File: src/rtl/tdr_pkg.sv
package tdr_pkg;
  localparam int WORD_W    = 32;
  localparam int LEN_W     = 11;
  localparam int BIT_LAST  = 15;
  localparam int BIT_NOCRC = 16;
  localparam int BIT_EXH   = 27;
  localparam int BIT_UNDR  = 28;
  localparam int BIT_RETRY = 29;
  localparam int BIT_WRAP  = 30;
  localparam int BIT_USED  = 31;

  typedef enum logic [2:0] {
    ST_IDLE, ST_CTRL, ST_ADDR, ST_DATA, ST_SEND, ST_ABORT, ST_WB
  } tdr_state_e;

  function automatic logic [WORD_W-1:0] tdr_status(input logic [WORD_W-1:0] ctrl,
                                                    input logic ex, input logic ur,
                                                    input logic rt);
    logic [WORD_W-1:0] v;
    v = ctrl;
    v[BIT_USED]  = 1'b1;
    v[BIT_EXH]   = ex;
    v[BIT_UNDR]  = ur;
    v[BIT_RETRY] = rt;
    return v;
  endfunction
endpackage

File: src/rtl/tdr_desc_ptr.sv
module tdr_desc_ptr #(
  parameter int IDX_W = 8
) (
  input  logic        clk,
  input  logic        rst_n,
  input  logic        advance,
  input  logic        wrap,
  input  logic [31:0] ring_base,
  output logic [31:0] desc_addr
);
  localparam int PAD_W = 32 - IDX_W - 3;
  logic [IDX_W-1:0] idx;

  always_ff @(posedge clk or negedge rst_n) begin
    if (!rst_n) idx <= '0;
    else if (advance) idx <= wrap ? '0 : idx + 1'b1;
  end

  assign desc_addr = ring_base + {{PAD_W{1'b0}}, idx, 3'b000};
endmodule

File: src/rtl/tdr_byte_lane.sv
module tdr_byte_lane
  import tdr_pkg::*;
(
  input  logic              clk,
  input  logic              rst_n,
  input  logic              load_len,
  input  logic [LEN_W-1:0]  len,
  input  logic              load_word,
  input  logic [WORD_W-1:0] word_in,
  input  logic              take,
  output logic [7:0]        cur_byte,
  output logic              rem_one,
  output logic              rem_zero,
  output logic              pos_last
);
  localparam int POS_W = $clog2(WORD_W / 8);
  logic [WORD_W-1:0] word_q;
  logic [POS_W-1:0]  pos;
  logic [LEN_W-1:0]  rem;

  always_ff @(posedge clk or negedge rst_n) begin
    if (!rst_n) begin
      word_q <= '0;
      pos    <= '0;
      rem    <= '0;
    end else begin
      if (load_word) word_q <= word_in;
      if (load_len) begin
        rem <= len;
        pos <= '0;
      end else if (take) begin
        rem <= rem - 1'b1;
        pos <= pos + 1'b1;
      end
    end
  end

  assign cur_byte = word_q[{pos, 3'b000} +: 8];
  assign rem_one  = (rem == LEN_W'(1));
  assign rem_zero = (rem == '0);
  assign pos_last = (pos == {POS_W{1'b1}});
endmodule

File: src/rtl/tdr_underrun_watch.sv
module tdr_underrun_watch #(
  parameter int UR_LIMIT = 16
) (
  input  logic clk,
  input  logic rst_n,
  input  logic waiting,
  output logic hit
);
  localparam int CNT_W = $clog2(UR_LIMIT + 1);
  logic [CNT_W-1:0] cnt;

  always_ff @(posedge clk or negedge rst_n) begin
    if (!rst_n) cnt <= '0;
    else if (!waiting) cnt <= '0;
    else if (!hit) cnt <= cnt + 1'b1;
  end

  assign hit = waiting && (cnt == CNT_W'(UR_LIMIT - 1));
endmodule

File: src/rtl/tx_ring_reader.sv
module tx_ring_reader
  import tdr_pkg::*;
#(
  parameter int IDX_W    = 8,
  parameter int UR_LIMIT = 16
) (
  input  logic        clk,
  input  logic        rst_n,
  input  logic        start,
  input  logic        halt,
  input  logic [31:0] ring_base,
  input  logic        retry_fail,
  output logic        busy,
  output logic        mem_req,
  output logic        mem_we,
  output logic [31:0] mem_addr,
  output logic [31:0] mem_wdata,
  input  logic        mem_ack,
  input  logic [31:0] mem_rdata,
  output logic        out_valid,
  input  logic        out_ready,
  output logic [7:0]  out_data,
  output logic        out_sof,
  output logic        out_eof,
  output logic        out_abort,
  output logic        out_nocrc
);
  tdr_state_e state;
  logic [WORD_W-1:0] frame_ctrl, frame_addr, buf_ptr;
  logic cur_last, cur_wrap, in_frame, sent_any;
  logic ur_f, rt_f, ex_f, halt_pend, stop_wb;

  logic [31:0] desc_addr;
  logic [7:0]  lane_byte;
  logic lane_one, lane_zero, lane_pos_last;
  logic load_len, load_word, take, buf_done, ur_hit, waiting;

  assign load_len  = (state == ST_CTRL) && mem_ack && !mem_rdata[BIT_USED];
  assign load_word = (state == ST_DATA) && mem_ack;
  assign take      = (state == ST_SEND) && out_ready;
  assign buf_done  = ((state == ST_ADDR) && mem_ack && lane_zero) ||
                     (take && lane_one);
  assign waiting   = (state == ST_DATA) && out_ready && !mem_ack;

  tdr_desc_ptr #(.IDX_W(IDX_W)) u_ptr (
    .clk(clk), .rst_n(rst_n), .advance(buf_done), .wrap(cur_wrap),
    .ring_base(ring_base), .desc_addr(desc_addr)
  );

  tdr_byte_lane u_lane (
    .clk(clk), .rst_n(rst_n), .load_len(load_len), .len(mem_rdata[LEN_W-1:0]),
    .load_word(load_word), .word_in(mem_rdata), .take(take),
    .cur_byte(lane_byte), .rem_one(lane_one), .rem_zero(lane_zero),
    .pos_last(lane_pos_last)
  );

  tdr_underrun_watch #(.UR_LIMIT(UR_LIMIT)) u_ur (
    .clk(clk), .rst_n(rst_n), .waiting(waiting), .hit(ur_hit)
  );

  always_ff @(posedge clk or negedge rst_n) begin
    if (!rst_n) begin
      state      <= ST_IDLE;
      frame_ctrl <= '0;
      frame_addr <= '0;
      buf_ptr    <= '0;
      cur_last   <= 1'b0;
      cur_wrap   <= 1'b0;
      in_frame   <= 1'b0;
      sent_any   <= 1'b0;
      ur_f       <= 1'b0;
      rt_f       <= 1'b0;
      ex_f       <= 1'b0;
      halt_pend  <= 1'b0;
      stop_wb    <= 1'b0;
    end else begin
      if (state == ST_IDLE) halt_pend <= 1'b0;
      else if (halt) halt_pend <= 1'b1;
      if (ur_hit) ur_f <= 1'b1;
      if (retry_fail && in_frame) rt_f <= 1'b1;

      unique case (state)
        ST_IDLE: if (start && !halt) state <= ST_CTRL;
        ST_CTRL: if (mem_ack) begin
          if (mem_rdata[BIT_USED]) begin
            state <= in_frame ? ST_ABORT : ST_IDLE;
          end else begin
            cur_last <= mem_rdata[BIT_LAST];
            cur_wrap <= mem_rdata[BIT_WRAP];
            if (!in_frame) begin
              frame_ctrl <= mem_rdata;
              frame_addr <= desc_addr;
              in_frame   <= 1'b1;
              sent_any   <= 1'b0;
              ur_f       <= 1'b0;
              rt_f       <= 1'b0;
              ex_f       <= 1'b0;
            end
            state <= ST_ADDR;
          end
        end
        ST_ADDR: if (mem_ack) begin
          buf_ptr <= mem_rdata;
          if (lane_zero) state <= cur_last ? ST_WB : ST_CTRL;
          else           state <= ST_DATA;
        end
        ST_DATA: if (mem_ack) state <= ST_SEND;
        ST_SEND: if (out_ready) begin
          sent_any <= 1'b1;
          if (lane_one) begin
            state <= cur_last ? ST_WB : ST_CTRL;
          end else if (lane_pos_last) begin
            buf_ptr <= buf_ptr + 32'd4;
            state   <= ST_DATA;
          end
        end
        ST_ABORT: if (out_ready) begin
          ex_f    <= 1'b1;
          stop_wb <= 1'b1;
          state   <= ST_WB;
        end
        ST_WB: if (mem_ack) begin
          in_frame <= 1'b0;
          stop_wb  <= 1'b0;
          state    <= (stop_wb || halt_pend) ? ST_IDLE : ST_CTRL;
        end
        default: state <= ST_IDLE;
      endcase
    end
  end

  always_comb begin
    mem_req = 1'b0;
    mem_we  = 1'b0;
    mem_addr = '0;
    unique case (state)
      ST_CTRL: begin mem_req = 1'b1; mem_addr = desc_addr + 32'd4; end
      ST_ADDR: begin mem_req = 1'b1; mem_addr = desc_addr; end
      ST_DATA: begin mem_req = 1'b1; mem_addr = buf_ptr; end
      ST_WB:   begin mem_req = 1'b1; mem_we = 1'b1; mem_addr = frame_addr + 32'd4; end
      default: ;
    endcase
  end

  assign mem_wdata = (state == ST_WB) ? tdr_status(frame_ctrl, ex_f, ur_f, rt_f) : '0;
  assign busy      = (state != ST_IDLE);
  assign out_valid = (state == ST_SEND) || (state == ST_ABORT);
  assign out_data  = (state == ST_SEND) ? lane_byte : 8'h00;
  assign out_sof   = out_valid && !sent_any;
  assign out_eof   = (state == ST_ABORT) || ((state == ST_SEND) && lane_one && cur_last);
  assign out_abort = (state == ST_ABORT);
  assign out_nocrc = frame_ctrl[BIT_NOCRC];
endmodule

File: config.mk
export PLATFORM = sky130hd
export DESIGN_NAME = tx_ring_reader
export DESIGN_NICKNAME = d
export VERILOG_FILES = /design/src/rtl/tdr_pkg.sv /design/src/rtl/tdr_desc_ptr.sv /design/src/rtl/tdr_byte_lane.sv /design/src/rtl/tdr_underrun_watch.sv /design/src/rtl/tx_ring_reader.sv
export SDC_FILE = /design/constraint.sdc
export NUM_CORES = 1
export LEC_CHECK = 0
export ABC_CLOCK_PERIOD_IN_PS = 6200
export BUFFER_PORTS_ARGS = -buffer_cell sky130_fd_sc_hd__buf_2
export CAP_MARGIN = 5
export CORE_MARGIN = 8
export CORE_UTILIZATION = 55
export DETAILED_ROUTE_END_ITERATION = 8
export PLACE_DENSITY = 0.79
export SYNTH_ARGS = -nofsm -noshare
export SYNTH_HDL_FRONTEND = slang
export SYNTH_SLANG_ARGS = --single-unit
File: constraint.sdc
create_clock -name clk -period 6.2 [get_ports clk]
set_input_delay 1.24 -clock clk [delete_from_list [all_inputs] [get_ports clk]]
set_output_delay 1.24 -clock clk [all_outputs]
set_load 0.01 [all_outputs]
* Yosys cells after proc, flatten, opt, wreduce, memory -nomap -nowiden *
Index checks and enable logic that the tools add are counted.
Widths: inputs -> output; s select.

storage, ports and cells
  bits of input ports = 71
  logic and storage cells = 148
  flip-flop bits (word level) = 165
  output and inout port bits = 80

cells by class
  add/subtract/negate cells = 8
  reduce and logical (&&, ||, !) cells = 42
  shift operators = 1
  bitwise logic cells = 2
  equal/unequal tests = 22
  mux-type cells = 55

operators by type and width
  kind                   count
  $mux 32                5
  $pmux 32 s4            1
  $add 32x3->32 const B  3
  $pmux 32 s2            1
  $mux 3                 13
  $add 32x11->32         1
  $shiftx 32x6->8        1
  $mux 1                 22
  $mux 11                2
  $ne 2x2->1 const B     11
  $pmux 3 s7             1
  $mux 8                 2
  $logic_and 1x1->1      15
  $reduce_and 5->1       3
  $reduce_bool 2->1      7
  $eq 11x1->1 const B    1
  $logic_not 11->1       1
  $sub 11x1->11 const B  1
  $mux 5                 2
  $eq 3x3->1 const B     3
  $add 8x1->8 const B    1
  $pmux 1 s2             4
  $reduce_and 4->1       2
  $reduce_and 8->1       1
  16 further kinds       26

* Logic depth before layout (Yosys ltp) *
  depth after elaboration = 9
  mapped depth = 18
  depth with buffers taken out = 12

* Hierarchy *
A second synthesis with hierarchy kept.

second synthesis, totals
  cells, all modules = 1,182
  area, all modules = 10,771.6 sq um

modules (own cells, without submodules)
  module              cells an instance  sequential area each (sq um)  area each (sq um)  times used
  tx_ring_reader      850                2,602.5                       7,188.1            1
  tdr_byte_lane       158                1,126.1                       2,110.8            1
  tdr_desc_ptr        150                200.2                         1,188.6            1
  tdr_underrun_watch  24                 125.1                         284.0              1

* Least setup slack after synthesis *
OpenSTA, ideal clock, no wires.

  path kind = input -> output
  start = input ring_base[3]
  end = output mem_addr[18]
  data required time = 4,960 ps
  stages = 12
  setup slack = 842 ps
  data arrival time = 4,118 ps
  path buffers = 0
  path through = ha_1 > fa_1 > a211oi_2 > nor2_1 > xor2_1 > a31oi_1 > a211oi_2 > nand4_2 > nor3_1 > xor2_1 > a222oi_1 > o21ai_0

on the way
  word-level cells in the longest chain between the ends = 3

RTL lines
  item                line                   source
  start, declared     tx_ring_reader.sv:11   input logic [31:0] ring_base,
  $add 32x11->32 (*)  tdr_desc_ptr.sv:19     assign desc_addr = ring_base + {{PAD_W{1'b0}}, idx, 3'b000};
  $add 32x3->32       tx_ring_reader.sv:137  ST_CTRL: begin mem_req = 1'b1; mem_addr = desc_addr + 32'd4; end
  $pmux 32 s4 (*)     tx_ring_reader.sv:136  unique case (state)
  end, declared       tx_ring_reader.sv:16   output logic [31:0] mem_addr,

Mark *: on every way between the ends. The rest lies on a longest branch, timed or not.

* Final worst setup path *
Ends and elaborated chain as after synthesis.

==> results.md <==
* Run status: finished clean
* Clock root cell: sky130_fd_sc_hd__clkbuf_16
* Hold Crit Class: reg2reg
* Flop and latch count out of synthesis at 162
* Via count of the routed design at slightly below 10,000
* Total power after layout at 5.25 mW
* Initial antenna violation count at 0
* Peak fanout along the critical path at 8
* Gpl congestion at between 0.9 and 1
* Synth top area share at 0.392
* Complex-gate fraction of the synthesized area at 0.184
* Post-CTS Resized at 0
* CTS tree: yes
* Final hold vios at 0
* Count of flip-flops with a built-in enable after synthesis at 0
* Internal power at just under 3 mW
* Static power due to leakage at 5.52 nW
* Global router's overall resource usage at 0.262
* Setup CP Type: in2out
* Number of standard cells in the layout, taps in and fillers out at roughly 1,600
* Count of synthesis-stage warnings from yosys at 0
* CP startpoint kind: input port
* Period minus WS final at 5.87 ns
* Worst R2R Start: state[1]
* Share of flip-flops with an asynchronous set or reset after synthesis at 1.00
* Post-synthesis instance total at 1,225
* Worst Reg-to-Reg Cells at 8
* DIE WIDTH at 153 µm
* Combinational power share at 0.430
* Crit path largest cell delay at 0.43 ns
* Detailed Place HPWL at 22,000 µm
* Maximum number of pins on one net before global-route repair at 73
* Final #Nets at 1,430
* Max-slew headroom at 0.259
* Starting density of the core at 0.556
* Adder and majority gate portion of the synthesized area at 0.0213
* Fill count at 1,580
* Cell depth of the worst min-delay path at 2
* Mean cell area of the mapped netlist at 8.43 µm²
* Largest cells by area after synthesis: sky130_fd_sc_hd__dfrtp_1, sky130_fd_sc_hd__nand2_1, sky130_fd_sc_hd__a21oi_1
* Clock insertion delay at the later pin of the skew report at 0.43 ns
* Power density over the cells at approximately 440 mW/mm²
* Number of violations of the max-capacitance limit at 0
* PnR worst setup slack at 0.331 ns
* Die Area at 0.0234 mm²
* Met1 demand-to-capacity share in global routing at 0.356
* Clock transition at path regs at roughly 0.07 ns
* TritonCTS buffer count at 17
* Remaining DRCs at 0
* Nature of the critical path endpoint: primary output
* Pre-CTS WS at 0.372 ns
* Cell Rows at 50
* Final ANT Viol Nets at 0
* Met2 track demand over resource in global routing at 0.404
* Wire length per cell after detailed routing at 19.3 µm
* Peak ir drop on the vdd network at 293 µV
* Remaining global-route overflow at 0
* I/O pin count at 151
* Number of vias per cell after detailed routing at 6.15
* Startpoint of the most critical hold path: frame_ctrl[6]
* Most crowded layer after global routing: met2
* Fmax at 170 MHz
* Cell type of the slowest stage on the worst timing path: sky130_fd_sc_hd__fa_1
* Parity-gate share of the synthesized area counting xor and xnor cells at 0.0608
* Inserted Diodes at 0
* Top cell type by total area after synthesis: sky130_fd_sc_hd__dfrtp_1
* Combinational family with the most area after synthesis: simple AND/OR/NAND/NOR gates
* Met3 track demand over resource at 0.0598
* Data required time of the worst path at between 4 and 5 ns
* Cell type with the highest occurrence count on the critical path: sky130_fd_sc_hd__buf_2
* CTS H-tree depth at 4
* Mapped Nets at 1,313
* Global-route wire length before repair at 49,900 µm
* Post-Synthesis Cell Area at 0.0103 mm²
* Share of cell area taken by muxes after synthesis at 0.0643
* Layout Cell Area excl Fill at about 0.012 mm²
* Top flip-flop cell by instance count after synthesis: sky130_fd_sc_hd__dfrtp_1
* Clock share of power at 0.190
* Core footprint at between 0.015 and 0.02 mm²
* Reg-to-reg critical path endpoint: u_ptr.idx[6]
* Count of final setup violators at 0
* Share of the cycle needed by the critical path after routing at 0.947
* Synth cell types at 85
* Data arrival time of the critical path at 4.63 ns
* RSZ-0062 raised after global routing: false
* Setup slack of the most critical reg-to-reg path at 3.14 ns
* Final max-slew violation count at 0
* Vias in the first global route at ~9,600
* Area added between synthesis and finish at 14.4%
* Number of buffer cells added on primary ports at 150
* Fraction of final layout cells sized beyond drive strength 1 at 0.208
* WL final at 30,600 µm
* Number of post-CTS setup repair buffers at 0
* Height of the die at 153 µm
* Area fraction in and, or, nand and nor cells after synthesis at 0.243
* Post-Place Cells at 1,556
* Longest Clk Path Bufs at 2
* Final clock skew at 0.0124 ns
* Hold Crit Endpoint: frame_ctrl[6]
* Worst-margin pin slew at approximately 1.1 ns
* Area of placed instances at 0.0113 mm²
* Ordered list of cells on the worst path: buf_2 -> ha_1 -> fa_1 -> a211oi_2 -> o31ai_4 -> o21ai_2 -> xnor2_1 -> a31o_2 -> nand4_2 -> nor3_1 -> xor2_1 -> a222oi_1 -> o21ai_0 -> buf_2
* Sequential share of power at 0.379
* Worst hold slack at 0.466 ns
* TritonCTS Sinks at 162
* Switching power at 2.28 mW
* Iteration-0 DRC count of the detailed router at 964
* Cts-stage hold buffer count at 0
* Share of the core filled with cells at 0.636
* Proportion of total power due to net switching at 0.433
* Drt first pass iters at 6
* Post-Route Setup TNS at 0 ns
* Sequential cell area fraction in the yosys report at 0.392
-- how the worst max path moves through the flow --
stage	slack [ns]	from	cells after the start	end
2_1_floorplan	0.84	ring_base[3]	12	mem_addr[18]
5_1_grt	0.16	ring_base[3]	14	mem_addr[18]
4_1_cts	0.37	ring_base[3]	14	mem_addr[18]
6_report	0.33	ring_base[3]	14	mem_addr[18]
3_3_place_gp	0.45	ring_base[3]	14	mem_addr[18]
3_5_place_dp	0.37	ring_base[3]	14	mem_addr[18]
-- power groups by stage --
stage	Combinational (mW)	Clock, mW	Sequential, mW
6_report	2.26	1.00	1.99
2_1_floorplan	1.64	0	1.77
5_1_grt	2.49	1.06	2.05
4_1_cts	2.25	1.01	1.97
3_5_place_dp	2.23	0	1.98
3_3_place_gp	2.17	0	1.96
-- logic make-up (layout without fill, tap and decap cells) --
group           after synthesis  count (layout)
xor+xnor                     70              70
buf+inv                      91             220
fa+ha+maj                    17              17
compound gates              288             288
simple gates                545             545
mux                          52              52
flops                       162             162
-- layer usage --
| metal | vias up | part of all wire |
|---|---|---|
| li1 | 4571 | - |
| met1 | 4693 | 0.44 |
| met2 | 458 | 0.45 |
| met3 | 51 | 0.087 |
| met4 | 0 | 0.021 |
| met5 | - | 0 |
-- critical path, delay by kind of cell --
| kind | cells | cell delay (ns) |
|---|---|---|
| compound gates | 6 | 1.47 |
| xor+xnor | 2 | 0.39 |
| fa+ha+maj | 2 | 0.65 |
| buf+inv | 2 | 0.28 |
| simple gates | 2 | 0.60 |
-- synthesized netlist by cell type (5+ instances only) --
cell type,instances
sky130_fd_sc_hd__o21ai_0,76
sky130_fd_sc_hd__o22ai_1,19
sky130_fd_sc_hd__nor2_1,98
sky130_fd_sc_hd__and2_1,32
sky130_fd_sc_hd__o221ai_1,9
sky130_fd_sc_hd__nand4_1,8
sky130_fd_sc_hd__nor2b_1,5
sky130_fd_sc_hd__xor2_1,36
sky130_fd_sc_hd__a21oi_1,86
sky130_fd_sc_hd__clkbuf_1,54
sky130_fd_sc_hd__nand2b_1,8
sky130_fd_sc_hd__dfrtp_1,162
sky130_fd_sc_hd__ha_1,16
sky130_fd_sc_hd__mux2_2,35
sky130_fd_sc_hd__mux2i_1,9
sky130_fd_sc_hd__o211ai_1,9
sky130_fd_sc_hd__and3_1,34
sky130_fd_sc_hd__nand2_1,261
sky130_fd_sc_hd__a222oi_1,6
sky130_fd_sc_hd__mux4_2,8
sky130_fd_sc_hd__a22oi_1,15
sky130_fd_sc_hd__xnor2_1,32
sky130_fd_sc_hd__a21o_1,8
sky130_fd_sc_hd__or3_1,5
sky130_fd_sc_hd__nor3_1,25
sky130_fd_sc_hd__nand3_1,45
sky130_fd_sc_hd__buf_1,10
sky130_fd_sc_hd__inv_1,20
sky130_fd_sc_hd__a31oi_1,8
-- layout make-up --
type / instances / area (µm²) / share of cell area
inverters: 20 / 75.1 / 0.00635
clock buffers: 17 / 425 / 0.0360
well taps: 234 / 293 / 0.0248
clock inverters: 14 / 119 / 0.0101
flip-flops and latches: 162 / 4050 / 0.343
repair buffers: 169 / 900 / 0.0761
multi-input cells: 972 / 5950 / 0.503
-- registers in the layout, summed over array words and instances (netlist names), 2 cells and up --
register and count:
buf_ptr 32, frame_addr 32, frame_ctrl 28, state 3
u_lane.pos 2, u_lane.rem 11, u_lane.word_q 32, u_ptr.idx 8
u_ur.cnt 5
-- placed cells by master, fill, tap and decap left out, types with 34 or more instances in the layout --
master,synthesis,layout
sky130_fd_sc_hd__o21ai_0,76,76
sky130_fd_sc_hd__buf_2,4,149
sky130_fd_sc_hd__nor2_1,98,95
sky130_fd_sc_hd__a21oi_1,86,85
sky130_fd_sc_hd__nand2_1,261,261
sky130_fd_sc_hd__and3_1,34,34
sky130_fd_sc_hd__nand3_1,45,45
sky130_fd_sc_hd__xor2_1,36,36
sky130_fd_sc_hd__dfrtp_1,162,162
sky130_fd_sc_hd__mux2_2,35,35
No activity file was read; power rests on OpenSTA's default activity.
